File: config.mk
export PLATFORM = sky130hd
export DESIGN_NAME = prio_irq_ctrl
export DESIGN_NICKNAME = d
export VERILOG_FILES = /design/src/rtl/irq_ctrl_pkg.sv /design/src/rtl/irq_sync.sv /design/src/rtl/irq_pending.sv /design/src/rtl/irq_arbiter.sv /design/src/rtl/irq_regs.sv /design/src/rtl/prio_irq_ctrl.sv
export SDC_FILE = /design/constraint.sdc
export NUM_CORES = 1
export LEC_CHECK = 0
export BUFFER_PORTS_ARGS = -buffer_cell sky130_fd_sc_hd__buf_2
export CORE_MARGIN = 3
export CORE_UTILIZATION = 40
export CTS_BUF_LIST = sky130_fd_sc_hd__clkbuf_8 sky130_fd_sc_hd__clkbuf_16
export DETAILED_ROUTE_END_ITERATION = 12
export GPL_TIMING_DRIVEN = 0
export PLACE_DENSITY_LB_ADDON = 0.3
export SLEW_MARGIN = 10
export SYNTH_ARGS = -nofsm -noshare
export SYNTH_HDL_FRONTEND = slang
export SYNTH_SLANG_ARGS = --single-unit
File: constraint.sdc
create_clock -name clk_i -period 32.8 [get_ports clk_i]
set_input_delay 9.84 -clock clk_i [delete_from_list [all_inputs] [get_ports clk_i]]
set_output_delay 9.84 -clock clk_i [all_outputs]
set_load 0.02 [all_outputs]
File: src/rtl/irq_ctrl_pkg.sv
package irq_ctrl_pkg;
  localparam int unsigned LVL_W  = 3;
  localparam int unsigned DATA_W = 32;
  localparam int unsigned ADDR_W = 3;

  typedef enum logic [ADDR_W-1:0] {
    REG_LVL_LO = 3'd0,
    REG_LVL_HI = 3'd1,
    REG_MASK   = 3'd2,
    REG_TMR_EN = 3'd3,
    REG_PEND   = 3'd4
  } reg_addr_e;
endpackage

File: src/rtl/irq_sync.sv
module irq_sync #(
  parameter int unsigned W = 1
) (
  input  logic         clk_i,
  input  logic         rst_ni,
  input  logic [W-1:0] d_i,
  output logic [W-1:0] q_o
);
  logic [W-1:0] s1_q, s2_q;

  always_ff @(posedge clk_i or negedge rst_ni) begin
    if (!rst_ni) begin
      s1_q <= '0;
      s2_q <= '0;
    end else begin
      s1_q <= d_i;
      s2_q <= s1_q;
    end
  end

  assign q_o = s2_q;
endmodule

File: src/rtl/irq_pending.sv
module irq_pending #(
  parameter int unsigned N_EXT = 8,
  parameter int unsigned N_TMR = 2,
  localparam int unsigned N_SRC = N_EXT + N_TMR
) (
  input  logic             clk_i,
  input  logic             rst_ni,
  input  logic [N_EXT-1:0] ext_s_i,
  input  logic [N_TMR-1:0] tmr_evt_i,
  input  logic [N_TMR-1:0] tmr_en_i,
  input  logic [N_SRC-1:0] clr_i,
  output logic [N_SRC-1:0] set_o,
  output logic [N_SRC-1:0] pend_o
);
  logic [N_EXT-1:0] ext_d_q;
  logic [N_SRC-1:0] pend_q;

  assign set_o = {tmr_evt_i & tmr_en_i, ext_s_i & ~ext_d_q};

  always_ff @(posedge clk_i or negedge rst_ni) begin
    if (!rst_ni) begin
      ext_d_q <= '0;
      pend_q  <= '0;
    end else begin
      ext_d_q <= ext_s_i;
      // a new edge wins over a clear in the same cycle
      pend_q  <= (pend_q & ~clr_i) | set_o;
    end
  end

  assign pend_o = pend_q;

  for (genvar i = 0; i < N_EXT; i++) begin : g_ext_chk
    a_r2_set_on_edge: assert property (@(posedge clk_i) disable iff (!rst_ni)
      $rose(pend_q[i]) |-> $past(ext_s_i[i] && !ext_d_q[i]));
  end

  for (genvar k = 0; k < N_TMR; k++) begin : g_tmr_chk
    a_r8_tmr_needs_enable: assert property (@(posedge clk_i) disable iff (!rst_ni)
      $rose(pend_q[N_EXT+k]) |-> $past(tmr_evt_i[k] && tmr_en_i[k]));
  end
endmodule

File: src/rtl/irq_arbiter.sv
module irq_arbiter
  import irq_ctrl_pkg::*;
#(
  parameter int unsigned N_SRC = 10,
  localparam int unsigned IDX_W = $clog2(N_SRC)
) (
  input  logic [N_SRC-1:0]            pend_i,
  input  logic [N_SRC-1:0]            mask_i,
  input  logic [N_SRC-1:0][LVL_W-1:0] lvl_i,
  output logic                        win_valid_o,
  output logic [IDX_W-1:0]            win_idx_o,
  output logic [LVL_W-1:0]            win_lvl_o
);
  always_comb begin
    win_lvl_o = '0;
    win_idx_o = '0;
    // ascending scan with strict compare keeps the lowest index on ties
    for (int i = 0; i < N_SRC; i++) begin
      if (pend_i[i] && !mask_i[i] && (lvl_i[i] > win_lvl_o)) begin
        win_lvl_o = lvl_i[i];
        win_idx_o = IDX_W'(i);
      end
    end
    win_valid_o = (win_lvl_o != '0);
  end
endmodule

File: src/rtl/irq_regs.sv
module irq_regs
  import irq_ctrl_pkg::*;
#(
  parameter int unsigned N_SRC = 10,
  parameter int unsigned N_TMR = 2
) (
  input  logic                        clk_i,
  input  logic                        rst_ni,
  input  logic                        wr_i,
  input  logic [ADDR_W-1:0]           addr_i,
  input  logic [DATA_W-1:0]           wdata_i,
  input  logic [N_SRC-1:0]            pend_i,
  output logic [N_SRC-1:0][LVL_W-1:0] lvl_o,
  output logic [N_SRC-1:0]            mask_o,
  output logic [N_TMR-1:0]            tmr_en_o,
  output logic [N_SRC-1:0]            w1c_o,
  output logic [DATA_W-1:0]           rdata_o
);
  localparam int unsigned NIB = 4;
  localparam int unsigned PER_REG = DATA_W / NIB;

  logic [N_SRC-1:0][LVL_W-1:0] lvl_q;
  logic [N_SRC-1:0]            mask_q;
  logic [N_TMR-1:0]            tmr_en_q;
  logic [1:0][DATA_W-1:0]      lvl_img;
  logic                        unused_wdata;

  assign unused_wdata = ^wdata_i;

  for (genvar i = 0; i < N_SRC; i++) begin : g_lvl
    localparam int unsigned SEL = i / PER_REG;
    localparam int unsigned OFS = NIB * (i % PER_REG);
    always_ff @(posedge clk_i or negedge rst_ni) begin
      if (!rst_ni)                                 lvl_q[i] <= '0;
      else if (wr_i && addr_i == ADDR_W'(SEL))     lvl_q[i] <= wdata_i[OFS +: LVL_W];
    end
  end

  always_ff @(posedge clk_i or negedge rst_ni) begin
    if (!rst_ni) begin
      mask_q   <= '1;
      tmr_en_q <= '0;
    end else if (wr_i) begin
      if (addr_i == REG_MASK)   mask_q   <= wdata_i[N_SRC-1:0];
      if (addr_i == REG_TMR_EN) tmr_en_q <= wdata_i[N_TMR-1:0];
    end
  end

  always_comb begin
    lvl_img = '0;
    for (int i = 0; i < N_SRC; i++) begin
      lvl_img[i/PER_REG][NIB*(i%PER_REG) +: LVL_W] = lvl_q[i];
    end
  end

  always_comb begin
    case (addr_i)
      REG_LVL_LO: rdata_o = lvl_img[0];
      REG_LVL_HI: rdata_o = lvl_img[1];
      REG_MASK:   rdata_o = DATA_W'(mask_q);
      REG_TMR_EN: rdata_o = DATA_W'(tmr_en_q);
      REG_PEND:   rdata_o = DATA_W'(pend_i);
      default:    rdata_o = '0;
    endcase
  end

  assign w1c_o    = (wr_i && addr_i == REG_PEND) ? wdata_i[N_SRC-1:0] : '0;
  assign lvl_o    = lvl_q;
  assign mask_o   = mask_q;
  assign tmr_en_o = tmr_en_q;
endmodule

File: src/rtl/prio_irq_ctrl.sv
module prio_irq_ctrl
  import irq_ctrl_pkg::*;
#(
  parameter int unsigned N_EXT    = 8,
  parameter int unsigned N_TMR    = 2,
  parameter logic [7:0]  VEC_BASE = 8'h40,
  parameter logic [7:0]  SPUR_VEC = 8'hFF
) (
  input  logic              clk_i,
  input  logic              rst_ni,
  input  logic [N_EXT-1:0]  ext_irq_i,
  input  logic              nmi_i,
  input  logic [N_TMR-1:0]  tmr_evt_i,
  input  logic              reg_wr_i,
  input  logic [ADDR_W-1:0] reg_addr_i,
  input  logic [DATA_W-1:0] reg_wdata_i,
  output logic [DATA_W-1:0] reg_rdata_o,
  input  logic              iack_i,
  output logic [7:0]        vector_o,
  output logic [LVL_W-1:0]  cpu_lvl_o,
  output logic              cpu_req_o,
  output logic              cpu_nmi_o
);
  localparam int unsigned N_SRC = N_EXT + N_TMR;
  localparam int unsigned IDX_W = $clog2(N_SRC);

  logic [N_EXT-1:0]            ext_s;
  logic [N_SRC-1:0]            pend, set_vec, clr_vec, w1c, mask;
  logic [N_SRC-1:0][LVL_W-1:0] lvl;
  logic [N_TMR-1:0]            tmr_en;
  logic                        win_valid;
  logic [IDX_W-1:0]            win_idx;
  logic [LVL_W-1:0]            win_lvl, lvl_q;
  logic                        req_q;

  irq_sync #(.W(N_EXT)) u_ext_sync (
    .clk_i(clk_i), .rst_ni(rst_ni), .d_i(ext_irq_i), .q_o(ext_s)
  );

  irq_sync #(.W(1)) u_nmi_sync (
    .clk_i(clk_i), .rst_ni(rst_ni), .d_i(nmi_i), .q_o(cpu_nmi_o)
  );

  irq_pending #(.N_EXT(N_EXT), .N_TMR(N_TMR)) u_pend (
    .clk_i(clk_i), .rst_ni(rst_ni), .ext_s_i(ext_s), .tmr_evt_i(tmr_evt_i),
    .tmr_en_i(tmr_en), .clr_i(clr_vec), .set_o(set_vec), .pend_o(pend)
  );

  irq_regs #(.N_SRC(N_SRC), .N_TMR(N_TMR)) u_regs (
    .clk_i(clk_i), .rst_ni(rst_ni), .wr_i(reg_wr_i), .addr_i(reg_addr_i),
    .wdata_i(reg_wdata_i), .pend_i(pend), .lvl_o(lvl), .mask_o(mask),
    .tmr_en_o(tmr_en), .w1c_o(w1c), .rdata_o(reg_rdata_o)
  );

  irq_arbiter #(.N_SRC(N_SRC)) u_arb (
    .pend_i(pend), .mask_i(mask), .lvl_i(lvl),
    .win_valid_o(win_valid), .win_idx_o(win_idx), .win_lvl_o(win_lvl)
  );

  always_comb begin
    clr_vec = w1c;
    if (iack_i && win_valid) clr_vec[win_idx] = 1'b1;
  end

  assign vector_o = win_valid ? (VEC_BASE + 8'(win_idx)) : SPUR_VEC;

  always_ff @(posedge clk_i or negedge rst_ni) begin
    if (!rst_ni) begin
      lvl_q <= '0;
      req_q <= 1'b0;
    end else begin
      lvl_q <= win_lvl;
      req_q <= win_valid;
    end
  end

  assign cpu_lvl_o = lvl_q;
  assign cpu_req_o = req_q;

  a_r5_req_tracks_lvl: assert property (@(posedge clk_i) disable iff (!rst_ni)
    cpu_req_o == (cpu_lvl_o != '0));

  a_r3_lvl_needs_source: assert property (@(posedge clk_i) disable iff (!rst_ni)
    (cpu_lvl_o != '0) |-> $past(|(pend & ~mask)));

  a_r9_ack_clears: assert property (@(posedge clk_i) disable iff (!rst_ni)
    (iack_i && win_valid && !set_vec[win_idx]) |=> !pend[$past(win_idx)]);

  a_r7_nmi_follows: assert property (@(posedge clk_i) disable iff (!rst_ni)
    $rose(cpu_nmi_o) |-> $past(nmi_i, 2));
endmodule

Word-level counts from Yosys, hierarchy flattened

Index checks and enable logic that the tools add are counted.

Bits in writable memories: 0
Latch bits: 0
Memories kept: 0
Input port bits: 50
ROM bits: 0
Output and inout bits: 45
Flip-flop bits (word level): 82

$lt $le $gt $ge: 12
Bitwise operators: 7
Reductions and logical operators: 39
Multipliers: 0
Equal/unequal tests: 4
Shift operators: 0
$add $sub $neg: 1
Divide/modulo/power cells: 0
Multiplexer cells: 25

Operators by type and width:

| cell                  | count |
|---|---|
| $pmux W31 S5          | 1 |
| $mux W3               | 14 |
| $gt A3 B3 Y1          | 9 |
| $logic_and A1 B1 Y1   | 25 |
| $mux W10              | 2 |
| $or A10 B10 Y10       | 2 |
| $and A10 B10 Y10      | 1 |
| $logic_not A1 Y1      | 10 |
| $not A10 Y10          | 1 |
| $add A7 B4 Y8 const A | 1 |
| $and A8 B8 Y8         | 1 |
| $mux W4               | 2 |
| $mux W8               | 1 |
| $not A8 Y8            | 1 |
| $eq A3 B2 Y1 const B  | 2 |
| $lt A4 B5 Y1 const B  | 1 |
| $demux W1 S4          | 1 |
| $ge A4 B1 Y1 const B  | 1 |
| $mux W2               | 2 |
| $reduce_and A2 Y1     | 2 |
| $eq A3 B1 Y1 const B  | 1 |
| $eq A3 B3 Y1 const B  | 1 |
| $gt A3 B1 Y1 const B  | 1 |
| $logic_not A3 Y1      | 1 |
| other kinds (3)       | 4 |

Longest topological paths before layout

Gate-level depths: netlist of the first run.

Depth in word-level cells: 40
Depth in mapped cells: 73

Modules after synthesis

Synthesis of the first run repeated with hierarchy kept, for this count alone.

Cells, all modules: 483
Area, all modules: 5137.4 um2

Modules (own cells, without submodules):

| module                | sequential area each (um2) | instances | area an instance (um2) | cells an instance |
|---|---|---|---|---|
| irq_regs              | 1063.5                     | 1         | 2225.9                 | 173 |
| irq_arbiter           | 0.0                        | 1         | 1452.6                 | 208 |
| irq_pending           | 450.4                      | 1         | 690.7                  | 48 |
| irq_sync (u_ext_sync) | 400.4                      | 1         | 400.4                  | 16 |
| prio_irq_ctrl         | 100.1                      | 1         | 317.8                  | 36 |
| irq_sync (u_nmi_sync) | 50.0                       | 1         | 50.0                   | 2 |

Worst setup path after synthesis of the first run

Ideal clock, no wire load.

Path kind: flip-flop to output port
From: reg u_regs.mask_q[0] (netlist: u_regs.mask_o[0])
To: out vector_o[5]
Path slack: 10.499 ns
Data required time: 22.960 ns
Data arrival time: 12.461 ns
Buffers on the path: 2
Stages on the path, launching flop included: 70
Path through: dfstp_2 nor2b_1 and2_1 ha_1 and3_1 a211o_2 o21ai_0 ha_1 o21ai_0 mux2i_1 o221ai_1 nand2_1 mux2i_1 inv_1 ha_1 nor2_1 o311ai_0 a21oi_1 (+34 left out) ha_1 nand2_1 o21ai_0 nor4b_1 nand4_1 o311a_1 mux2i_1 ha_1 nor2b_1 o21ai_0 nand2b_1 and4b_1 clkbuf_1 nor2_1 o211ai_2 o221ai_4 inv_1 buf_4

Longest elaborated chain between the ends: 33
Elaborated cells on any way between the ends: 43
Classes of those cells: add/sub: 1; order compare: 9; mux: 20; reduce/logical: 13

RTL lines:

| item                                | RTL line            | RTL |
|---|---|---|
| from (decl)                         | irq_regs.sv:23      | `logic [N_SRC-1:0] mask_q;` |
| from (signal assigned)              | irq_regs.sv:44      | `if (addr_i == REG_MASK) mask_q <= wdata_i[N_SRC-1:0];` |
| $logic_not A1 Y1 *                  | irq_arbiter.sv:19   | `if (pend_i[i] && !mask_i[i] && (lvl_i[i] > win_lvl_o)) begin` |
| $logic_and A1 B1 Y1 * (2 in series) | irq_arbiter.sv:19   |  |
| $mux W3 *                           | irq_arbiter.sv:19   |  |
| $gt A3 B3 Y1                        | irq_arbiter.sv:19   |  |
| $logic_and A1 B1 Y1                 | irq_arbiter.sv:19   |  |
| $mux W3 *                           | irq_arbiter.sv:19   |  |
| $gt A3 B3 Y1                        | irq_arbiter.sv:19   |  |
| $logic_and A1 B1 Y1                 | irq_arbiter.sv:19   |  |
| (+17 left out)                      | n/a                 |  |
| $logic_and A1 B1 Y1                 | irq_arbiter.sv:19   |  |
| $mux W3 *                           | irq_arbiter.sv:19   |  |
| $gt A3 B3 Y1                        | irq_arbiter.sv:19   |  |
| $logic_and A1 B1 Y1                 | irq_arbiter.sv:19   |  |
| $mux W3 *                           | irq_arbiter.sv:19   |  |
| $reduce_bool A3 Y1 *                | irq_arbiter.sv:24   | `win_valid_o = (win_lvl_o != '0);` |
| via u_arb.win_valid_o               | irq_arbiter.sv:10   | `output logic win_valid_o,` |
| $mux W8 *                           | prio_irq_ctrl.sv:65 | `assign vector_o = win_valid ? (VEC_BASE + 8'(win_idx)) : SPUR_VEC;` |
| to (decl)                           | prio_irq_ctrl.sv:19 | `output logic [7:0] vector_o,` |

Mark *: on every way through the listed nets, which the timed path passes. The rest lies on a longest branch.

Worst setup path in the final report of the first run

From: reg u_pend.pend_q[0] (netlist: u_pend.pend_o[0])
To: out vector_o[5]

Longest elaborated chain between the ends: 32
Elaborated cells on any way between the ends: 42
Classes of those cells: add/sub: 1; order compare: 9; mux: 20; reduce/logical: 12

RTL lines:

| item                                | RTL line            | RTL |
|---|---|---|
| from (decl)                         | irq_pending.sv:16   | `logic [N_SRC-1:0] pend_q;` |
| from (signal assigned)              | irq_pending.sv:27   | `pend_q <= (pend_q & ~clr_i) \| set_o;` |
| $logic_and A1 B1 Y1 * (2 in series) | irq_arbiter.sv:19   |  |
| $mux W3 *                           | irq_arbiter.sv:19   |  |
| $gt A3 B3 Y1                        | irq_arbiter.sv:19   |  |
| $logic_and A1 B1 Y1                 | irq_arbiter.sv:19   |  |
| $mux W3 *                           | irq_arbiter.sv:19   |  |
| $gt A3 B3 Y1                        | irq_arbiter.sv:19   |  |
| $logic_and A1 B1 Y1                 | irq_arbiter.sv:19   |  |
| $mux W3 *                           | irq_arbiter.sv:19   |  |
| (+16 left out)                      | n/a                 |  |
| $logic_and A1 B1 Y1                 | irq_arbiter.sv:19   |  |
| $mux W3 *                           | irq_arbiter.sv:19   |  |
| $gt A3 B3 Y1                        | irq_arbiter.sv:19   |  |
| $logic_and A1 B1 Y1                 | irq_arbiter.sv:19   |  |
| $mux W3 *                           | irq_arbiter.sv:19   |  |
| $reduce_bool A3 Y1 *                | irq_arbiter.sv:24   |  |
| via u_arb.win_valid_o               | irq_arbiter.sv:10   |  |
| $mux W8 *                           | prio_irq_ctrl.sv:65 |  |

Marks and branches as above.

==> impl_metrics.yaml, run 1 <==
status:
  run_status: "complete, no violations"
worst_setup_path:
  timing.critical_path.slowest_cell_delay_ns: 0.48
  required_ns: 22.96
  cp_slowest_cell: "nor2_1"
  start_kind: "flip-flop"
  timing.rr.end: "u_pend.pend_o[7]"
  cp.arrival_ns: 15.24
  crit_path_top_cell_by_count: "ha_1"
  rrSetupSlack_ns: 17.96
  crit_path_max_fanout: 8
  critical_path.endpoint_type: "primary output"
  timing.rr.start: "u_pend.pend_o[0]"
  worst-r2r-cell-count: 69
  critical_path_class: "flip-flop to primary output"
global_routing:
  track_usage: 0.210
  grt_pass1_wl_um: 22900
  largest_net_degree_at_the_start_of_global_routing: 63
  grt.overflow.total: 0
  antenna_found_initial: 0
  first_global_vias: 4195
timing:
  unrepaired_setup_endpoints_after_global_routing: "false"
  post-route-min-period_ns: 25.08
  hold_violations: 0
  final.setup.tns_ns: 0
  worst_slew_pin_slew_ns: 0.898
  timing.clock.skew_ns: 0.00656
  setup_viol: 0
  final.period_utilization: 0.765
  whs_ns: 0.346
  max_slew_margin: 0.398
  maxClockFrequency_mhz: 39.9
  timing.final.ws_setup_ns: 7.72
  slew_viol_final: 0
clock_tree:
  clkLatencyLatePin_ns: 0.35
  clk_root_buffer_cell: "clkbuf_16"
  post_cts_resized: 0
  clock_tree.htree_level_count: 3
  number_of_buffers_on_the_longest_clock_path: 2
  cts_setup_buffers: 0
  numCtsBuffers: 9
  clk_pin_slew_worst_paths_ns: 0.06
  ctsHoldBuffers: 0
  cts.sink_count: 82
  cts_tree: "yes"
layout:
  multiInputGateArea_um2: 2740
  nFillCells: 1226
  design.final.nets: 674
  fin_area_um2: 5940
  post_route_non_filler_standard_cell_count: 783
  ff_latch_area_um2: 2060
  flow.area_growth_from_synthesis_pct: 19.3
  final_layout_size_suffix_gt1_frac: 0.276
  fin_util: 0.491
  antenna_cells: 0
detailed_routing:
  dr.first_iter.drc_count: 239
  route.vias.total: 4345
  route.antenna.remaining_nets: 0
  detail_route.wirelength_um: 14400
  post_drt_wl_per_cell_um: 18.4
  route.detailed.vias_per_inst: 5.55
  detail_route.first_pass.iterations: 5
  drt_drc_violations_left: 0
logic_synthesis:
  ys_ff_latch: 82
  synth.area.top_cells: "dfrtp_1 (36%), mux2_2 (7.5%), dfstp_2 (5.3%)"
  yosys.cell_count.top_type: "dfrtp_1"
  yosys_top_cell_area_share: 0.361
  muxShareOfSynthArea: 0.101
  ys_types: 76
  compound_gate_portion_of_the_synthesized_area: 0.195
  main_combinational_cell_family_by_area_after_synthesis: "simple AND/OR/NAND/NOR gates"
  ys_seq_area_frac: 0.414
  async_reset_ff_frac: 1.00
  yosys_warnings: 0
  synthXorXnorAreaFrac: 0
  avgSynthCellArea_um2: 9.68
  synth_enable_flop_cells: 0
  yosys.area_share.simple: 0.206
  netlist_instances: 515
  synthTopCellsByCount: "dfrtp_1 (72), nand2_1 (59), mux2_2 (33), nor2_1 (33), o21ai_0 (31)"
  post_synth_instance_area_um2: 4980
  synth-main-ff-cell: "dfrtp_1"
  yosys_top_cell_by_area: "dfrtp_1"
  synth-adder-area-share: 0.0414
min_path:
  timing.hold.worst.start: "u_nmi_sync.s1_q"
  classification_of_the_worst_slack_hold_path: "flip-flop to flip-flop"
  whs_endpoint: "u_nmi_sync.q_o"
  holdPathStages: 0
floorplanning:
  die_w_um: 118
  dieArea_um2: 13800
  fp.dieH_um: 118
  placementRows: 40
  floorplan.core_area_um2: 12100
  start_util: 0.412
  ioPinCount: 95
pwr:
  netSwitchingFraction: 0.467
  power.share.combinational: 0.582
  p_per_area_nw_per_um2: 99.9
  peakVddDrop_mv: 0.0500
  switchingPower_mw: 0.277
  total_power_mw: 0.594
  power.share.sequential: 0.243
  leakagePower_nw: 2.63
  clk_pwr_share: 0.175
  internal-power_mw: 0.317
placed_design:
  place_area_um2: 5640
  input_output_buffers: 78
  worst_setup_timing_slack_at_the_placement_stage_ns: 8.37
  detailedPlacementHpwl_um: 11100
  weighted_congestion_at_the_end_of_routability_driven_global_placement: 0.934
  dpl.cell_count: 767
run:
  maxCapViolCount: 0
[power groups by stage]
stage               combinational (mW)  sequential, mW  clock [mW]
finish                           0.346           0.144       0.104
CTS                              0.344           0.144       0.106
global placement                 0.333           0.145           0
global route                     0.381           0.147       0.111
floorplan                        0.253           0.140           0
detailed placement               0.340           0.146           0
[critical path, delay by kind of cell (launching register included)]
kind            cells  cell delay, ns
compound gates     24            5.31
simple gates       29            4.91
fa+ha+maj          10            3.01
buf+inv             5            0.67
mux                 3            0.57
flops               1            0.40
[per-layer routing]
| metal | global-route usage | share of wire |
|---|---|---|
| met2 | 0.321 | 0.45 |
| met5 | 0 | 0 |
| met1 | 0.292 | 0.46 |
| met3 | 0.0375 | 0.054 |
| met4 | 0.0974 | 0.037 |
[logic make-up after synthesis]
family / Yosys count
muxes: 45
DFF: 82
other: 2
adders and majority gates: 17
AOI/OAI and AO/OA: 124
buffers and inverters: 46
and+or+nand+nor: 199
[final cells by class]
class | count | share of cell area
clock buffer | 10 | 0.0402
inverter | 21 | 0.0133
multi-input combinational | 392 | 0.461
timing repair buffer | 79 | 0.0707
tap | 168 | 0.0354
sequential | 82 | 0.347
clock inverter | 6 | 0.0112
buffer | 25 | 0.0215
[how the worst max path moves through the flow]
stage	cells past startpoint	slack, ns	start	to
3_5_place_dp	71	8.37	u_pend.pend_o[0]	vector_o[5]
4_1_cts	71	7.82	u_pend.pend_o[0]	vector_o[5]
6_report	71	7.72	u_pend.pend_o[0]	vector_o[5]
5_1_grt	70	6.37	u_pend.pend_o[0]	vector_o[5]
2_1_floorplan	69	10.50	u_regs.mask_o[0]	vector_o[5]
3_3_place_gp	71	8.73	u_pend.pend_o[0]	vector_o[7]
[sequential cells by signal, summed over array words and instances (netlist names)]
signal and count:
u_nmi_sync.q_o 1, u_regs.tmr_en_o 2, u_regs.lvl_o 30, u_pend.ext_d_q 8
cpu_lvl_o 3, u_nmi_sync.s1_q 1, u_pend.pend_o 10, u_regs.mask_o 10
u_ext_sync.q_o 8, cpu_req_o 1, u_ext_sync.s1_q 8
[placed cells by master, fill, tap and decap left out, types with 3 or more instances in the layout]
master / n
ha_1: 14
buf_2: 77
buf_4: 10
nand3_1: 13
conb_1: 7
mux2_2: 33
or2_2: 3
nor3_1: 10
dfstp_2: 10
and2_1: 28
clkbuf_16: 9
nor2b_1: 21
a22oi_1: 6
o211ai_1: 3
clkbuf_1: 15
o31ai_1: 4
nand4b_1: 3
nand3b_1: 5
a21o_1: 3
a31o_2: 3
nor4_1: 3
a41oi_1: 7
nor2_1: 33
and3_1: 3
dfrtp_1: 72
mux2i_1: 11
o22ai_1: 4
a31oi_1: 3
o21ai_0: 31
inv_1: 22
nand2_1: 59
a21oi_1: 23
(Power assumes the default switching activity.)
==> run 2: changes to the inputs <==
Settings changed: ABC_AREA from default to 1.
Clock period 32.8 ns to 21.8 ns, I/O delays scaled along.
==> impl_metrics.yaml, run 2 <==
status:
  run_status: "complete, no violations"
detailed_routing:
  drt_drc_violations_left: 0
  detailroute.wirelength.met2_um: 5430
  route.antenna.remaining_nets: 0
  detail_route.wirelength_um: 12000
  route.vias.total: 4090
  wl_met3_um: 755
  dr.first_iter.drc_count: 192
  post_route_m1_wl_um: 5640
  post_drt_wl_per_cell_um: 14.4
  route.detailed.vias_per_inst: 4.89
  top_layer_used: "met4"
  detail_route.first_pass.iterations: 4
pwr:
  p_per_area_nw_per_um2: 155
  leakagePower_nw: 3.09
  peakVddDrop_mv: 0.184
global_routing:
  first_global_vias: 3885
  grt.overflow.total: 0
  antenna_found_initial: 0
  largest_net_degree_at_the_start_of_global_routing: 47
  grt_pass1_wl_um: 19300
  track_usage: 0.192
clock_tree:
  ctsHoldBuffers: 0
  numCtsBuffers: 9
  post_cts_resized: 0
  cts_tree: "yes"
  clock_tree.htree_level_count: 3
  clk_root_buffer_cell: "clkbuf_16"
  number_of_buffers_on_the_longest_clock_path: 2
  clk_pin_slew_worst_paths_ns: 0.06
  cts.sink_count: 82
  clkLatencyLatePin_ns: 0.35
  cts_setup_buffers: 0
worst_setup_path:
  path_depth: 68
  cp.arrival_ns: 11.39
  timing.critical_path.slowest_cell_delay_ns: 0.36
  worst-r2r-cell-count: 68
  cp_delay_by_family_top: "simple AND/OR/NAND/NOR gates"
  critical_path.endpoint_type: "primary output"
  timing.rr.end: "u_pend.pend_o[7]"
  crit_end: "vector_o[5]"
  cp_slowest_cell: "o21ai_0"
  required_ns: 15.26
  critical_path_class: "flip-flop to primary output"
  timing.critical_path.from: "u_pend.pend_o[0]"
  crit_path_top_cell_by_count: "o21ai_0"
  critPathBufInv: 8
  start_kind: "flip-flop"
  crit_path_max_fanout: 10
  timing.rr.start: "u_pend.pend_o[0]"
  rrSetupSlack_ns: 10.76
placed_design:
  input_output_buffers: 80
  worst_setup_timing_slack_at_the_placement_stage_ns: 4.20
  detailedPlacementHpwl_um: 9310
  place_area_um2: 5290
  weighted_congestion_at_the_end_of_routability_driven_global_placement: 0.878
layout:
  antenna_cells: 0
  flow.area_growth_from_synthesis_pct: 19.8
  fin_area_um2: 5600
  max_ffs_per_register: 30
  layout_commonest_cell: "nand2_1"
  most-common-layout-cells: "nand2_1 (147), inv_1 (83), buf_2 (80)"
  final_layout_size_suffix_gt1_frac: 0.272
  design.final.nets: 755
timing:
  slew_viol_final: 0
  maxClockFrequency_mhz: 55.8
  final.period_utilization: 0.823
  final.setup.tns_ns: 0
  hold_violations: 0
  post-route-min-period_ns: 17.93
  setup_viol: 0
  timing.clock.skew_ns: 0.00548
  unrepaired_setup_endpoints_after_global_routing: "false"
  timing.final.ws_setup_ns: 3.87
  worst_slew_pin_slew_ns: 0.972
  max_slew_margin: 0.347
logic_synthesis:
  avgSynthCellArea_um2: 7.87
  ys_types: 41
  ys_seq_area_frac: 0.442
  ys_ff_latch: 82
  yosys_top_cell_area_share: 0.386
  synth_enable_flop_cells: 0
  yosys.cell_count.top_type: "nand2_1"
  async_reset_ff_frac: 1.00
  synth-main-ff-cell: "dfrtp_1"
  yosys_warnings: 0
  yosys_top_cell_by_area: "dfrtp_1"
  netlist_instances: 594
  synth.area.top_cells: "dfrtp_1 (39%), nand2_1 (12%), inv_1 (6.7%)"
  post_synth_instance_area_um2: 4670
  synthTopCellsByCount: "nand2_1 (147), inv_1 (83), dfrtp_1 (72)"
min_path:
  classification_of_the_worst_slack_hold_path: "flip-flop to flip-flop"
floorplanning:
  fp.dieH_um: 114
  die_w_um: 114
  placementRows: 38
  dieArea_um2: 13000
  ioPinCount: 95
  start_util: 0.420
  floorplan.core_area_um2: 11100
run:
  maxCapViolCount: 0
==> run 2: cell types whose count changed after synthesis, moves of 21 or more <==
cell     before  now
mux2_2       33    0
nand2_2       0   21
nand2_1      59  147
nor2b_1      21    0
inv_1        21   83
nor2_1       33   57
and2_1       28    3
==> run 2: area by class of cell <==
cell class                      instances  area, µm²
Tap cell                              140        175
Inverter                               91        343
Multi-Input combinational cell        405       2160
Buffer                                 21        121
Sequential cell                        82       2060
Clock buffer                           10        239
Clock inverter                          6       71.3
Timing Repair Buffer                   81        423
Fill cell                            1089       5530
==> run 2: how the worst min path moves through the flow <==
stage	startpoint	to	slack, ns	depth (start not counted)
floorplan	u_ext_sync.s1_q[0]	u_ext_sync.q_o[0]	0.33	0
global placement	u_nmi_sync.s1_q	u_nmi_sync.q_o	0.33	0
detailed placement	u_ext_sync.s1_q[5]	u_ext_sync.q_o[5]	0.34	0
CTS	u_ext_sync.s1_q[7]	u_ext_sync.q_o[7]	0.35	0
global route	u_ext_sync.s1_q[6]	u_ext_sync.q_o[6]	0.36	0
finish	u_ext_sync.s1_q[7]	u_ext_sync.q_o[7]	0.35	0
==> run 2: power by group <==
| part | internal (mW) | total, mW | switching, mW |
|---|---|---|---|
| clock network | 0.0928 | 0.158 | 0.0652 |
| registers | 0.183 | 0.202 | 0.0188 |
| logic | 0.177 | 0.506 | 0.329 |
==> run 2: logic make-up (layout without fill, tap and decap cells) <==
family | Yosys count | count (layout) | synth area share
flops | 82 | 82 | 0.442
buf+inv | 112 | 209 | 0.0994
other cells | 2 | 7 | 0.00161
fa+ha+maj | 14 | 14 | 0.0375
simple gates | 297 | 297 | 0.307
compound gates | 87 | 87 | 0.112
==> run 2: metrics by stage <==
stage                     power [mW]   util  instances  hold WS (ns)
after global routing           0.944  0.503        836         0.356
after global placement         0.691  0.473        819         0.333
after floorplan                0.594      -        599         0.331
final                          0.866  0.503        836         0.350
after CTS                      0.872  0.503        836         0.352
after detailed placement       0.709  0.475        820         0.336
==> run 2: layer usage <==
metal  up-vias  GRT usage
li1       2056          -
met1      1891      0.261
met2       128      0.306
met3        15     0.0449
met4         0     0.0602
met5         -          0
==> run 2: worst register-to-register path: cells and delay by family, from the launching register on <==
kind	cells	cell delay, ns
flops	1	0.34
simple gates	38	4.04
fa+ha+maj	9	2.65
compound gates	16	3.41
buf+inv	5	0.49
